==> src/rtl/qdacPkg.sv <==
package qdacPkg;
  typedef struct packed {
    logic shiftEn;
    logic accept;
    logic clearShift;
    logic immediate;
    logic copyAll;
  } ctrlStrobes_t;
endpackage

==> src/rtl/qdacSync.sv <==
module qdacSync #(
  parameter int NUM_SIG = 4
) (
  input  logic               clk,
  input  logic               rst,
  input  logic [NUM_SIG-1:0] pinIn,
  output logic [NUM_SIG-1:0] levelOut,
  output logic [NUM_SIG-1:0] fallOut
);
  logic [NUM_SIG-1:0] stage1, stage2, prevLvl;

  for (genvar i = 0; i < NUM_SIG; i++) begin : g_sig
    always_ff @(posedge clk) begin
      if (rst) begin
        stage1[i]  <= 1'b1;
        stage2[i]  <= 1'b1;
        prevLvl[i] <= 1'b1;
      end else begin
        stage1[i]  <= pinIn[i];
        stage2[i]  <= stage1[i];
        prevLvl[i] <= stage2[i];
      end
    end
    assign levelOut[i] = stage2[i];
    assign fallOut[i]  = prevLvl[i] & ~stage2[i];
  end
endmodule

==> src/rtl/qdacCtrl.sv <==
module qdacCtrl
  import qdacPkg::*;
#(
  parameter int CMD_W = 11
) (
  input  logic         clk,
  input  logic         rst,
  input  logic         clkFall,
  input  logic         loadFall,
  input  logic         ldacFall,
  input  logic         ldacLvl,
  output ctrlStrobes_t strobes,
  output logic         cmdDone,
  output logic         bcastDone,
  output logic         shortErr
);
  localparam int CNT_W = $clog2(CMD_W + 1);
  localparam logic [CNT_W-1:0] FULL = CNT_W'(CMD_W);

  logic [CNT_W-1:0] bitCnt, bitCntNext;
  logic             frameFull;

  always_comb begin
    bitCntNext = bitCnt;
    if (clkFall && bitCnt != FULL) bitCntNext = bitCnt + 1'b1;
  end

  assign frameFull          = (bitCntNext == FULL);
  assign strobes.shiftEn    = clkFall;
  assign strobes.clearShift = loadFall;
  assign strobes.accept     = loadFall && frameFull;
  assign strobes.immediate  = loadFall && frameFull && !ldacLvl;
  assign strobes.copyAll    = ldacFall;

  always_ff @(posedge clk) begin
    if (rst || loadFall) bitCnt <= '0;
    else                 bitCnt <= bitCntNext;
  end

  always_ff @(posedge clk) begin
    if (rst) begin
      cmdDone   <= 1'b0;
      bcastDone <= 1'b0;
      shortErr  <= 1'b0;
    end else begin
      cmdDone   <= loadFall && frameFull;
      bcastDone <= ldacFall;
      shortErr  <= loadFall && !frameFull;
    end
  end
endmodule

==> src/rtl/qdacDatapath.sv <==
module qdacDatapath
  import qdacPkg::*;
#(
  parameter int NUM_CH = 4,
  parameter int CODE_W = 8
) (
  input  logic                     clk,
  input  logic                     rst,
  input  logic                     dataBit,
  input  ctrlStrobes_t             strobes,
  output logic [NUM_CH*CODE_W-1:0] codeOut,
  output logic [NUM_CH-1:0]        gainOut
);
  localparam int SEL_W = $clog2(NUM_CH);
  localparam int CMD_W = SEL_W + 1 + CODE_W;

  logic [CMD_W-1:0]  shiftReg, shiftNext;
  logic [SEL_W-1:0]  cmdSel;
  logic              cmdGain;
  logic [CODE_W-1:0] cmdCode;

  assign shiftNext = strobes.shiftEn ? {shiftReg[CMD_W-2:0], dataBit} : shiftReg;
  assign cmdSel    = shiftNext[CMD_W-1 -: SEL_W];
  assign cmdGain   = shiftNext[CODE_W];
  assign cmdCode   = shiftNext[CODE_W-1:0];

  always_ff @(posedge clk) begin
    if (rst || strobes.clearShift) shiftReg <= '0;
    else                           shiftReg <= shiftNext;
  end

  for (genvar ch = 0; ch < NUM_CH; ch++) begin : g_ch
    logic              hit;
    logic [CODE_W-1:0] holdCode, holdCodeNext, outCode;
    logic              holdGain, holdGainNext, outGain;

    assign hit          = strobes.accept && (cmdSel == SEL_W'(ch));
    assign holdCodeNext = hit ? cmdCode : holdCode;
    assign holdGainNext = hit ? cmdGain : holdGain;

    always_ff @(posedge clk) begin
      if (rst) begin
        holdCode <= '0;
        holdGain <= 1'b0;
        outCode  <= '0;
        outGain  <= 1'b0;
      end else begin
        holdCode <= holdCodeNext;
        holdGain <= holdGainNext;
        if (strobes.copyAll) begin
          outCode <= holdCodeNext;
          outGain <= holdGainNext;
        end else if (strobes.immediate && hit) begin
          outCode <= cmdCode;
          outGain <= cmdGain;
        end
      end
    end

    assign codeOut[ch*CODE_W +: CODE_W] = outCode;
    assign gainOut[ch]                  = outGain;
  end
endmodule

==> src/rtl/quadDacCmdRx.sv <==
module quadDacCmdRx
  import qdacPkg::*;
#(
  parameter int NUM_CH = 4,
  parameter int CODE_W = 8
) (
  input  logic                     clk,
  input  logic                     rst,
  input  logic                     serClk,
  input  logic                     serData,
  input  logic                     loadN,
  input  logic                     ldacN,
  output logic [NUM_CH*CODE_W-1:0] codeOut,
  output logic [NUM_CH-1:0]        gainOut,
  output logic                     cmdDone,
  output logic                     bcastDone,
  output logic                     shortErr
);
  localparam int CMD_W = $clog2(NUM_CH) + 1 + CODE_W;

  logic [3:0]   syncLvl, syncFall;
  ctrlStrobes_t strobes;

  qdacSync #(.NUM_SIG(4)) u_sync (
    .clk(clk), .rst(rst),
    .pinIn({ldacN, loadN, serData, serClk}),
    .levelOut(syncLvl), .fallOut(syncFall)
  );

  qdacCtrl #(.CMD_W(CMD_W)) u_ctrl (
    .clk(clk), .rst(rst),
    .clkFall(syncFall[0]), .loadFall(syncFall[2]),
    .ldacFall(syncFall[3]), .ldacLvl(syncLvl[3]),
    .strobes(strobes),
    .cmdDone(cmdDone), .bcastDone(bcastDone), .shortErr(shortErr)
  );

  qdacDatapath #(.NUM_CH(NUM_CH), .CODE_W(CODE_W)) u_dp (
    .clk(clk), .rst(rst),
    .dataBit(syncLvl[1]), .strobes(strobes),
    .codeOut(codeOut), .gainOut(gainOut)
  );
endmodule

==> config.mk <==
export PLATFORM = sky130hd
export DESIGN_NAME = quadDacCmdRx
export DESIGN_NICKNAME = d
export VERILOG_FILES = /design/src/rtl/qdacPkg.sv /design/src/rtl/qdacSync.sv /design/src/rtl/qdacCtrl.sv /design/src/rtl/qdacDatapath.sv /design/src/rtl/quadDacCmdRx.sv
export SDC_FILE = /design/constraint.sdc
export NUM_CORES = 1
export LEC_CHECK = 0
export BUFFER_PORTS_ARGS = -buffer_cell sky130_fd_sc_hd__buf_2
export CAP_MARGIN = 10
export CORE_MARGIN = 1.5
export CORE_UTILIZATION = 35
export DETAILED_ROUTE_END_ITERATION = 7
export MAX_ROUTING_LAYER = met4
export PLACE_DENSITY = 0.63
export SLEW_MARGIN = 20
export SYNTH_ARGS = -nofsm -noshare
export SYNTH_HDL_FRONTEND = slang
export SYNTH_SLANG_ARGS = --single-unit
==> constraint.sdc <==
create_clock -name clk -period 2.1 [get_ports clk]
set_input_delay 0.315 -clock clk [delete_from_list [all_inputs] [get_ports clk]]
set_output_delay 0.315 -clock clk [all_outputs]
set_load 0.03 [all_outputs]
==> results.json <==
{
  "status": "complete, no violations",
  "viasPerCell": 5.99,
  "initial_core_util": 0.361,
  "die_area_sq_mm": 0.0144,
  "seqPwrFrac": 0.476,
  "antenna_found_initial": 0,
  "finalSetupTns_ps": 0,
  "period_share": 0.947,
  "num_vias": 4444,
  "avgSynthCellArea_sq_um": 8.82,
  "fin_nets": 568,
  "grt-ovfl-total": 0,
  "synth_edf_count": 0,
  "ys_top_cells_by_area": "dfxtp_1 (42%), nor4_1 (4.8%), nor3_1 (4.8%)",
  "combinationalPowerShare": 0.075,
  "syn-num-nets": 552,
  "synth_compound_area_frac": 0.252,
  "syn_area_sq_mm": 0.00480,
  "clock_latency_ps": 360,
  "synth_top_area_cell": "dfxtp_1",
  "postRouteAntennaNets": 0,
  "grt_pass1_vias": 4232,
  "cts_max_level": 3,
  "switching_share": 0.244,
  "cts-root-buf": "clkbuf_16",
  "p_clk_frac": 0.449,
  "synthAdderAreaFrac": 0.00260,
  "synth-seq-cells": 101,
  "drt-pass1-iter-count": 6,
  "grt_usage": 0.202,
  "syn2layout_area_growth_pct": 17.3,
  "cts_buffers": 9,
  "post-route-min-period_ps": 1990,
  "placementRows": 42,
  "synthTopCellsByCount": "dfxtp_1 (101), nor3_1 (46), clkbuf_1 (40), nor4_1 (37), nor2_1 (36)",
  "drive_gt1_frac": 0.230,
  "hold_class": "input port to flip-flop",
  "crit_required_ps": 2360,
  "critPathMaxFanout": 37,
  "synthXorXnorAreaFrac": 0.00547,
  "n_antenna_cell": 0,
  "path_class": "flip-flop to flip-flop",
  "ys_async_sr_fraction": 0,
  "cap_viol_max_count": 0,
  "power.leakage_nw": 1.97,
  "grt_pass1_wl_um": 22300,
  "setup_viol": 0,
  "wl_per_cell_um": 18.7,
  "max_slew_margin": 0.586,
  "clk_pin_slew_ps": 70,
  "syn-instance-count": 545,
  "synth_simple_gate_area_frac": 0.212,
  "hold_viol_final": 0,
  "clockBufferDepth": 2,
  "ir_worst_vdd_mv": 0.335,
  "die_x_um": 120,
  "die_height_um": 120,
  "gp_congestion": 0.911,
  "synth_seq_area_share": 0.421,
  "synth_ff_type": "dfxtp_1",
  "crit_arrival_ps": 2250,
  "power_density_mw_per_mm2": 738,
  "place_area_sq_mm": 0.00520,
  "drc": 0,
  "clock.fmax_mhz": 503,
  "cts_sinks": 101,
  "final_area_sq_mm": 0.00564,
  "clock_skew_ps": 6.72,
  "drt_iter0_drc": 474,
  "p_switching_w": 0.00101,
  "drv_slew": 0,
  "grt_max_degree": 58,
  "synthMostInstantiatedCell": "dfxtp_1",
  "ys_warn_count": 0,
  "routed_wl_um": 13900,
  "worstSetupEndpointType": "flip-flop",
  "p_int_w": 0.00315,
  "io_buffers": 44,
  "worstSetupStartpointType": "flip-flop",
  "place_hpwl_um": 8740,
  "cts_tree": "built",
  "io_pins": 45,
  "fp.coreArea_sq_mm": 0.0133,
  "synth_top_area_frac": 0.421,
  "synth_top_family_by_area": "compound AO/OA/AOI/OAI gates",
  "muxShareOfSynthArea": 0.0232,
  "synth_cell_type_count": 52,
  "worst_pin_slew_ps": 619
}
==> repair_timing <==
item                       in CTS  in global routing
setup endpoints to repair      21                 44
gates cloned                    0                  1
buffers inserted                0                  0
pin swaps                       0                  1
resized for setup               7                 14
hold buffers                    0                  0
==> worst max-delay path, cell delays in order, from the launching register on <==
cell and delay [ps]:
dfxtp_1 400, ha_4 190, nor3b_2 70, o32a_4 400
buf_12 180, o32a_1 400, a221oi_1 240
==> final cells by class <==
type / instances / area [sq um]
multi-input combinational: 353 / 2470
sequential: 101 / 2020
clock inverter: 6 / 91.3
tap: 176 / 220
timing repair buffer: 70 / 495
fill: 1283 / 7660
clock buffer: 10 / 239
inverter: 26 / 97.6
==> stage by stage <==
| stage | instances | hold slack, ps | total power (W) | util | setup slack [ps] |
|---|---|---|---|---|---|
| floorplan | 545 | 389 | 0.00224 | - | 149 |
| finish | 742 | 133 | 0.00416 | 0.424 | 111 |
| global route | 742 | 141 | 0.00429 | 0.424 | -5.13 |
| detailed placement | 725 | 401 | 0.00232 | 0.391 | -126 |
| CTS | 741 | 126 | 0.00418 | 0.418 | 18.0 |
| global placement | 725 | 397 | 0.00232 | 0.391 | 23.3 |
==> kinds of logic after synthesis <==
| kind of cell | Yosys count |
|---|---|
| flops | 101 |
| compound gates | 154 |
| buf+inv | 91 |
| mux | 10 |
| fa+ha+maj | 1 |
| xor+xnor | 3 |
| simple gates | 185 |
==> flip-flops by register name (all words and copies together), names as in the netlist <==
| register | flops |
|---|---|
| u_dp.g_ch.outGain | 4 |
| u_sync.levelOut | 4 |
| u_dp.g_ch.holdGain | 4 |
| u_dp.shiftReg | 11 |
| u_sync.stage1 | 4 |
| u_dp.g_ch.outCode | 32 |
| u_ctrl.bitCnt | 4 |
| u_ctrl.shortErr | 1 |
| u_sync.prevLvl | 3 |
| u_dp.g_ch.holdCode | 32 |
| u_ctrl.bcastDone | 1 |
| u_ctrl.cmdDone | 1 |
==> layout by cell type, fill, tap and decap left out, drive strengths merged, types with 4 or more instances in the layout <==
master,count
a211oi,4
o31ai,8
o311ai,8
o32a,17
clkbuf,11
nor2,36
buf,69
o21bai,8
a31oi,31
nand2,15
nor3,48
inv,28
a21oi,28
nand2b,7
a221oi,17
o211ai,8
or2,10
mux2,9
dfxtp,101
nor3b,9
nor4,37
nor2b,12
a2111oi,9
==> worst paths after layout <==
check                           slack, ps                                    to  cells after the start                         from
worst max-delay path                  110  u_dp.g_ch[2].outCode[0]$_SDFFE_PP0P_                      6  u_ctrl.bitCnt[0]$_SDFF_PP0_
worst min register to register        410         u_sync.levelOut[3]$_SDFF_PP1_                      1  u_sync.stage1[3]$_SDFF_PP1_
worst max register to register        110  u_dp.g_ch[2].outCode[0]$_SDFFE_PP0P_                      6  u_ctrl.bitCnt[0]$_SDFF_PP0_
worst min-delay path                  130           u_sync.stage1[3]$_SDFF_PP1_                      2                        ldacN
==> routing by layer <==
| metal | share of wire | global-route usage |
|---|---|---|
| met5 | 0 | - |
| met1 | 0.46 | 0.270 |
| met4 | 0.035 | 0.106 |
| met2 | 0.44 | 0.285 |
| met3 | 0.061 | 0.0418 |
==> power by group through the flow <==
stage | Combinational, W | Sequential [W] | Clock [W]
6_report | 0.000313 | 0.00198 | 0.00187
3_3_place_gp | 0.000298 | 0.00202 | 0
2_1_floorplan | 0.000176 | 0.00206 | 0
4_1_cts | 0.000305 | 0.00198 | 0.00189
5_1_grt | 0.000337 | 0.00198 | 0.00197
3_5_place_dp | 0.000302 | 0.00202 | 0
Note: power is estimated with default switching activity, not from simulation.
